[config.mk]
export PLATFORM = sky130hd
export DESIGN_NAME = wd_serial_watchdog
export DESIGN_NICKNAME = d
export VERILOG_FILES = /design/src/rtl/wd_serial_watchdog_pkg.sv /design/src/rtl/wd_serial_watchdog_datapath.sv /design/src/rtl/wd_serial_watchdog_control.sv /design/src/rtl/wd_serial_watchdog.sv
export SDC_FILE = /design/constraint.sdc
export NUM_CORES = 1
export LEC_CHECK = 0
export CAP_MARGIN = 20
export CORE_ASPECT_RATIO = 1.5
export CORE_MARGIN = 5
export CORE_UTILIZATION = 40
export CTS_CLUSTER_DIAMETER = 100
export CTS_CLUSTER_SIZE = 20
export DETAILED_ROUTE_END_ITERATION = 12
export HOLD_SLACK_MARGIN = 0.1
export PLACE_DENSITY = 0.54
export REMOVE_ABC_BUFFERS = 1
export SLEW_MARGIN = 20
export SYNTH_ARGS = -nofsm -noshare
export SYNTH_HDL_FRONTEND = slang
export SYNTH_SLANG_ARGS = --single-unit
[constraint.sdc]
create_clock -name clk -period 3.06 [get_ports clk]
set_input_delay 0.459 -clock clk [delete_from_list [all_inputs] [get_ports clk]]
set_output_delay 0.459 -clock clk [all_outputs]
set_load 0.05 [all_outputs]
[src/rtl/wd_serial_watchdog_pkg.sv]
package wd_serial_watchdog_pkg;

  // Window select encoding: index into the four window parameters.
  typedef enum logic [1:0] {
    WIN_SHORT = 2'd0,
    WIN_MID   = 2'd1,
    WIN_LONG  = 2'd2,
    WIN_MAX   = 2'd3
  } winSel_e;

  // Strobes from control to datapath.
  typedef struct packed {
    logic restart;  // clear prescaler and window counter
    logic count;    // advance the time base
  } wdStrobe_t;

endpackage

[src/rtl/wd_serial_watchdog_datapath.sv]
module wd_serial_watchdog_datapath
  import wd_serial_watchdog_pkg::*;
#(
  parameter int TICK_DIV = 50,
  parameter int WIN0_US  = 400,
  parameter int WIN1_US  = 400000,
  parameter int WIN2_US  = 800000,
  parameter int WIN3_US  = 1200000
) (
  input  logic       clk,
  input  logic       rstN,
  input  wdStrobe_t  strobe,
  input  logic [1:0] timeoutSel,
  output logic       expire
);

  localparam int MAX01  = (WIN0_US > WIN1_US) ? WIN0_US : WIN1_US;
  localparam int MAX23  = (WIN2_US > WIN3_US) ? WIN2_US : WIN3_US;
  localparam int MAXWIN = (MAX01 > MAX23) ? MAX01 : MAX23;
  localparam int CNT_W  = $clog2(MAXWIN + 1);
  localparam int PRE_W  = (TICK_DIV > 1) ? $clog2(TICK_DIV) : 1;

  logic             tick;
  logic [CNT_W-1:0] elapsed;
  logic [CNT_W-1:0] lastTick;

  // Microsecond time base: a bypass when the clock is already the tick rate.
  generate
    if (TICK_DIV == 1) begin : gNoDiv
      assign tick = strobe.count;
    end else begin : gDiv
      logic [PRE_W-1:0] preCnt;
      assign tick = strobe.count && (preCnt == PRE_W'(TICK_DIV - 1));
      always_ff @(posedge clk) begin
        if (!rstN) begin
          preCnt <= '0;
        end else if (strobe.restart) begin
          preCnt <= '0;
        end else if (strobe.count) begin
          preCnt <= tick ? '0 : preCnt + 1'b1;
        end
      end
    end
  endgenerate

  // Terminal count of the selected window, in ticks minus one.
  always_comb begin
    unique case (winSel_e'(timeoutSel))
      WIN_SHORT: lastTick = CNT_W'(WIN0_US - 1);
      WIN_MID:   lastTick = CNT_W'(WIN1_US - 1);
      WIN_LONG:  lastTick = CNT_W'(WIN2_US - 1);
      default:   lastTick = CNT_W'(WIN3_US - 1);
    endcase
  end

  always_ff @(posedge clk) begin
    if (!rstN) begin
      elapsed <= '0;
    end else if (strobe.restart) begin
      elapsed <= '0;
    end else if (tick) begin
      elapsed <= elapsed + 1'b1;
    end
  end

  assign expire = tick && (elapsed == lastTick);

endmodule

[src/rtl/wd_serial_watchdog_control.sv]
module wd_serial_watchdog_control
  import wd_serial_watchdog_pkg::*;
(
  input  logic       clk,
  input  logic       rstN,
  input  logic       wdEnable,
  input  logic [1:0] timeoutSel,
  input  logic       frameValid,
  input  logic       statusRead,
  input  logic       errMask,
  input  logic       expire,
  output wdStrobe_t  strobe,
  output logic       wdError,
  output logic       timeoutPulse
);

  logic [1:0] prevSel;
  logic       selChanged;
  logic       fire;
  logic       causeActive;

  assign selChanged = (timeoutSel != prevSel);
  // A frame or a new select in the same cycle wins over an expiring window.
  assign fire = expire && wdEnable && !frameValid && !selChanged;

  assign strobe.restart = !wdEnable || frameValid || selChanged || fire;
  assign strobe.count   = wdEnable;

  always_ff @(posedge clk) begin
    if (!rstN) begin
      prevSel      <= '0;
      timeoutPulse <= 1'b0;
      causeActive  <= 1'b0;
      wdError      <= 1'b0;
    end else begin
      prevSel      <= timeoutSel;
      timeoutPulse <= fire;
      if (!wdEnable || frameValid) begin
        causeActive <= 1'b0;
      end else if (fire) begin
        causeActive <= 1'b1;
      end
      if (fire && !errMask) begin
        wdError <= 1'b1;
      end else if (statusRead && !causeActive) begin
        wdError <= 1'b0;
      end
    end
  end

endmodule

[src/rtl/wd_serial_watchdog.sv]
module wd_serial_watchdog
  import wd_serial_watchdog_pkg::*;
#(
  parameter int CLK_HZ  = 50000000,
  parameter int TICK_HZ = 1000000,
  parameter int WIN0_US = 400,
  parameter int WIN1_US = 400000,
  parameter int WIN2_US = 800000,
  parameter int WIN3_US = 1200000
) (
  input  logic       clk,
  input  logic       rstN,
  input  logic       wdEnable,
  input  logic [1:0] timeoutSel,
  input  logic       frameValid,
  input  logic       statusRead,
  input  logic       errMask,
  output logic       wdError,
  output logic       timeoutPulse
);

  localparam int TICK_DIV = (CLK_HZ / TICK_HZ > 0) ? CLK_HZ / TICK_HZ : 1;

  wdStrobe_t strobe;
  logic      expire;

  wd_serial_watchdog_control uCtrl (
    .clk          (clk),
    .rstN         (rstN),
    .wdEnable     (wdEnable),
    .timeoutSel   (timeoutSel),
    .frameValid   (frameValid),
    .statusRead   (statusRead),
    .errMask      (errMask),
    .expire       (expire),
    .strobe       (strobe),
    .wdError      (wdError),
    .timeoutPulse (timeoutPulse)
  );

  wd_serial_watchdog_datapath #(
    .TICK_DIV (TICK_DIV),
    .WIN0_US  (WIN0_US),
    .WIN1_US  (WIN1_US),
    .WIN2_US  (WIN2_US),
    .WIN3_US  (WIN3_US)
  ) uData (
    .clk        (clk),
    .rstN       (rstN),
    .strobe     (strobe),
    .timeoutSel (timeoutSel),
    .expire     (expire)
  );

endmodule

==> results.json, run 1 <==
{
  "critical_path_class": "primary input to flip-flop",
  "drc_errors": 0,
  "synth_edf_count": 0,
  "peakVddDrop_v": 0.0003057,
  "placed_cells": 238,
  "slowest_delay_ns": 0.53,
  "core_area_um2": 3959,
  "finalPower_mw": 0.8568,
  "clockBufferDepth": 2,
  "root_buffer": "clkbuf_8",
  "fin_crit_ns": 2.448,
  "async_flop_share_pct": 0,
  "clkTransAtPathRegs_ns": 0.07,
  "worst_path_max_delay_cell": "clkdlybuf4s50_1",
  "worstPathArrival_ns": 2.60,
  "antenna_found_initial": 0,
  "overflow": 0,
  "cts_tree": "built",
  "ys_seq_elements": 32,
  "startpoint_type": "primary input",
  "synth_flop_cell": "dfxtp_1",
  "grt_max_degree": 28,
  "rows": 28,
  "dpl.hpwl_um": 2613,
  "clock_sinks": 32,
  "fin_util_pct": 47.63,
  "max-cap-violations": 0,
  "drtIter0Drc": 38,
  "cp_max_fo": 27,
  "hp-class": "flip-flop to flip-flop",
  "maxSlewViolCount": 0,
  "finalHoldViolations": 0,
  "crit_required_ns": 3.22,
  "synthToLayoutAreaGrowth_pct": 15.39,
  "grt_pass1_wl_um": 6037,
  "grt_pass1_vias": 1340,
  "max_freq_mhz": 408.5,
  "fillCellCount": 395,
  "postSynthCellCount": 185,
  "skew_ns": 0.005218,
  "grtUsageTotal_pct": 14.05,
  "port_buffers": 9,
  "globalplace.congestion": 0.7751,
  "firstDrtPassIters": 4,
  "fin_cells": 246,
  "rsz0062_at_grt": "no",
  "setup_tns_ns": 0,
  "tightest_slew_ns": 0.5505,
  "power_density_nw_per_um2": 454.4,
  "setup-violations-final": 0,
  "yosysSeqAreaShare_pct": 39.20,
  "drive_gt1_share_pct": 9.453,
  "yosysWarnings": 0,
  "ant_nets": 0,
  "ctsResizeCount": 0,
  "routed_via_density": 5.346,
  "crit_path_end_kind": "flip-flop",
  "p_leak_nw": 0.6783,
  "clkLatencyLatePin_ns": 0.29,
  "drt-wirelength-per-cell_um": 14.06,
  "synth_area_per_cell_um2": 8.833,
  "fin_hold_ws_ns": 0.4953,
  "vias": 1315,
  "initial_core_util_pct": 41.28,
  "slew-limit-headroom_pct": 63.17,
  "die-area_um2": 5490,
  "cts_buffers": 5,
  "dieWidth_um": 62.19,
  "wirelength_um": 3459,
  "synth_area_um2": 1634,
  "outcome": "complete, no violations",
  "final_nets": 214,
  "cts_hold_buf": 0,
  "cts_setup_buffers": 0,
  "htree_levels": 2,
  "die-height_um": 88.28,
  "diodes": 0,
  "period_share_pct": 80.00,
  "cp_cell_sequence": "clkdlybuf4s50_1, ha_1, or2_1, a2111oi_0, o211ai_1, o21ai_4, buf_12, nor3_1",
  "pin_count": 10,
  "yosysUniqueCellTypes": 35
}
==> power breakdown <==
group,internal (mW),switching [mW],leakage (nW)
logic,0.0204,0.0199,0.365
clock network,0.241,0.156,0.0552
registers,0.418,0.000813,0.258
==> layout by cell type, fill, tap and decap left out, drive strengths merged, types with 6 or more instances in the layout <==
cell type / Yosys / final
dfxtp: 32 / 32
inv: 6 / 6
nor2: 26 / 26
xor2: 17 / 17
nand2: 18 / 18
nand3: 9 / 9
clkbuf: 0 / 6
o21ai: 7 / 7
nor3: 8 / 8
ha: 6 / 6
nand4: 10 / 10
clkdlybuf4s50: 0 / 9
xnor2: 8 / 8
==> cell families (layout without fill, tap and decap cells) <==
| logic type | Yosys count | after routing | share of synthesized area, % |
|---|---|---|---|
| adders and majority gates | 6 | 6 | 4.594 |
| DFF | 32 | 32 | 39.20 |
| xor gates and xnor gates | 25 | 25 | 13.40 |
| and+or+nand+nor | 94 | 94 | 31.32 |
| muxes | 2 | 2 | 1.302 |
| buffers and inverters | 9 | 25 | 3.216 |
| AOI/OAI and AO/OA | 17 | 17 | 6.969 |
==> final timing paths <==
kind / start / endpoint / slack (ns) / cells past startpoint
worst max-delay path: timeoutSel[0] / uData.gDiv.preCnt[2] / 0.61 / 8
worst min-delay path: uCtrl.causeActive / uCtrl.causeActive / 0.50 / 1
worst max register to register: uData.gDiv.preCnt[0] / uData.elapsed[20] / 1.10 / 6
worst min register to register: uCtrl.causeActive / uCtrl.causeActive / 0.50 / 1
==> synthesized netlist by cell type (2+ instances only) <==
library cell | number | area [µm²]
nand2_1 | 18 | 67.56
and2_1 | 3 | 18.77
nor3_1 | 4 | 20.02
ha_1 | 6 | 75.07
o21ai_0 | 6 | 30.03
nor4_1 | 2 | 12.51
and4_1 | 2 | 17.52
a21oi_1 | 5 | 25.02
nor3_2 | 4 | 40.04
nand3_1 | 9 | 45.04
and3_1 | 5 | 31.28
xnor2_1 | 8 | 70.07
inv_1 | 6 | 22.52
buf_6 | 2 | 22.52
or3_1 | 5 | 31.28
nand4_1 | 9 | 56.30
xor2_1 | 17 | 148.9
nor2_1 | 26 | 97.59
dfxtp_1 | 32 | 640.6
==> metal layers <==
layer	wire length (µm)	track usage [%]	vias to the layer above
li1	-	-	672
met1	1386	14.02	610
met2	1808	25.19	22
met3	119	3.431	11
met4	145	10.45	0
met5	0	0	-
==> area by class of cell <==
cell class / instances / area [µm²] / share of cell area [%]
tap: 45 / 56.30 / 2.986
clock inverter: 2 / 35.03 / 1.858
timing repair buffer: 11 / 117.6 / 6.238
clock buffer: 6 / 72.57 / 3.849
inverter: 6 / 22.52 / 1.194
sequential: 32 / 640.6 / 33.97
multi-input combinational: 144 / 940.9 / 49.90
==> worst max-delay path: cells and delay by family <==
family | cells | cell delay (ns)
fa+ha+maj | 1 | 0.30
compound gates | 3 | 0.82
buf+inv | 2 | 0.72
simple gates | 2 | 0.30
==> state kept, by name (all words and copies together), names as in the netlist <==
signal / cells
uData.elapsed: 21
uCtrl.prevSel: 2
uCtrl.causeActive: 1
uCtrl.timeoutPulse: 1
uCtrl.wdError: 1
uData.gDiv.preCnt: 6
==> stage by stage <==
step	instance area [µm²]	setup WS [ns]
final	1886	0.6121
after global routing	1886	0.4123
after global placement	1778	0.3768
after detailed placement	1778	0.2776
after floorplan	1604	0.9363
after CTS	1886	0.5893
Power figures use the tool's default switching activity.
==> run 2: changes to the inputs <==
clock period = 2.4 ns   (was 3.06 ns; I/O delays follow)
==> run 2 against run 1 <==
  * Combinational power up 49%
  * Final area up 3.8%
  * Flip-flop and latch count unchanged
  * Clock skew up 0.0038 ns
  * Global-route usage down 0.27 points
  * Setup slack worse by 0.46 ns
  * Register-to-register slack worse by 0.66 ns
  * Worst hold slack worse by 0.011 ns
  * Count of clock-buffer cells in the layout up 1
  * Critical endpoint is now uCtrl.wdError
  * Via count up 2.6%
  * Sequential power up 27%
==> results.json, run 2 (synthesis results as in run 1) <==
{
  "die-height_um": 88.28,
  "die-area_um2": 5490,
  "rsz0062_at_grt": "no",
  "hold_end": "uCtrl.causeActive",
  "power_density_nw_per_um2": 518.6,
  "clock_sinks": 32,
  "grt_pass1_vias": 1331,
  "maxSlewViolCount": 0,
  "comb_power_share_pct": 5.9,
  "skew_ns": 0.009061,
  "peakVddDrop_v": 0.0003780,
  "fillCellCount": 399,
  "port_buffers": 9,
  "rows": 28,
  "globalplace.congestion": 0.7522,
  "hp-start": "uCtrl.causeActive",
  "slew-limit-headroom_pct": 66.67,
  "initial_core_util_pct": 41.28,
  "critical_path_class": "primary input to flip-flop",
  "cts_setup_buffers": 0,
  "synthToLayoutAreaGrowth_pct": 19.83,
  "seqPwrFrac_pct": 52.6,
  "vias": 1349,
  "dieWidth_um": 62.19,
  "worstPathArrival_ns": 2.48,
  "overflow": 0,
  "cts_tree": "built",
  "wirelength_um": 3584,
  "drt-wirelength-per-cell_um": 13.84,
  "dp_slack_ns": -0.1507,
  "r2r_end": "uData.elapsed[20]",
  "fin_crit_ns": 2.249,
  "diodes": 0,
  "switchingPower_mw": 0.2169,
  "crit_required_ns": 2.63,
  "grt_max_degree": 11,
  "clkTransAtPathRegs_ns": 0.07,
  "clockBufferDepth": 2,
  "drtIter0Drc": 19,
  "grtUsageTotal_pct": 13.78,
  "clkLatencyLatePin_ns": 0.28,
  "core_area_um2": 3959,
  "pwr-share-clk_pct": 41.5,
  "top_regs": "uData.elapsed x21, uData.gDiv.preCnt x6, uCtrl.prevSel x2",
  "whs_path_depth": 1,
  "intPower_mw": 0.7986,
  "period_share_pct": 93.71,
  "r2r-start": "uData.gDiv.preCnt[0]",
  "finalHoldViolations": 0,
  "antenna_found_initial": 0,
  "placed_cells": 251,
  "p_leak_nw": 0.7222,
  "max-cap-violations": 0,
  "layout_common_cells": "32 x dfxtp_1, 26 x nor2_1, 18 x nand2_1",
  "drc_errors": 0,
  "final_nets": 227,
  "pin_count": 10,
  "cts_buffers": 5,
  "final_common_cell": "dfxtp_1",
  "htree_levels": 2,
  "ant_nets": 0,
  "largest_reg_flops": 21,
  "hp-class": "flip-flop to flip-flop",
  "firstDrtPassIters": 4,
  "r2r_slack_ns": 0.44,
  "grt_pass1_wl_um": 5906,
  "max_freq_mhz": 444.6,
  "finalPower_mw": 1.015,
  "outcome": "complete, no violations",
  "fin_cells": 259,
  "setup-violations-final": 0,
  "dpl.hpwl_um": 2871,
  "root_buffer": "clkbuf_8",
  "top_register": "uData.elapsed",
  "reg2reg_depth": 6,
  "crit_path_end_kind": "flip-flop",
  "setup_slack_ns": 0.1510,
  "drive_gt1_share_pct": 14.95,
  "startpoint_type": "primary input",
  "routed_via_density": 5.208,
  "switching_share_pct": 21.36,
  "tightest_slew_ns": 0.4984,
  "cp_max_fo": 4
}
[run 2: worst max path at each step]
stage / from / endpoint / slack (ns) / depth (start not counted)
global route: timeoutSel[1] / uCtrl.wdError / 0.02 / 8
global placement: timeoutSel[1] / uCtrl.wdError / -0.17 / 8
detailed placement: timeoutSel[1] / uCtrl.wdError / -0.15 / 8
CTS: timeoutSel[1] / uCtrl.wdError / 0.12 / 8
floorplan: timeoutSel[0] / uData.gDiv.preCnt[2] / 0.38 / 6
finish: timeoutSel[1] / uCtrl.wdError / 0.15 / 8
[run 2: per-stage QoR]
step	cell area [µm²]	hold WS (ns)	TNS, ns	util [%]
after CTS	1957	0.4881	0	49.43
after global routing	1958	0.5175	0	49.46
final	1958	0.4848	0	49.46
after detailed placement	1863	0.4722	-3.026	47.06
after floorplan	1604	0.4582	0	-
after global placement	1863	0.4676	-3.082	47.06
[run 2: layout make-up]
type	count	area (µm²)	share of cell area, %
Inverter	6	22.52	1.150
Clock inverter	1	7.507	0.3834
Timing Repair Buffer	24	202.7	10.35
Tap cell	45	56.30	2.875
Sequential cell	32	640.6	32.72
Multi-Input combinational cell	144	942.2	48.11
Clock buffer	7	86.33	4.409
[run 2: power groups by stage]
stage | sequential, mW | clock [mW] | combinational, mW
2_1_floorplan | 0.546 | 0 | 0.0270
3_3_place_gp | 0.546 | 0 | 0.0588
3_5_place_dp | 0.546 | 0 | 0.0598
4_1_cts | 0.534 | 0.435 | 0.0605
5_1_grt | 0.534 | 0.461 | 0.0653
6_report | 0.534 | 0.422 | 0.0599
[run 2: what timing repair did]
action                                  in CTS  in global routing
hold buffers                                 0                  0
resized for setup                            0                  1
endpoints found under the setup margin       0                  3
[run 2: per-layer routing]
layer	track usage, %	up-vias	share of wire (%)
met2	27.26	22	56
met4	6.509	0	1.9
li1	-	692	-
met3	4.193	6	3.4
met5	0	-	0
met1	12.60	629	38
[run 2: worst max-delay path, cell delays in order]
cell and delay [ns]:
clkdlybuf4s50_1 0.48, ha_1 0.23, or2_1 0.21, a2111oi_1 0.41, o211ai_1 0.21, buf_4 0.18, nor3_2 0.22, a31o_2 0.18
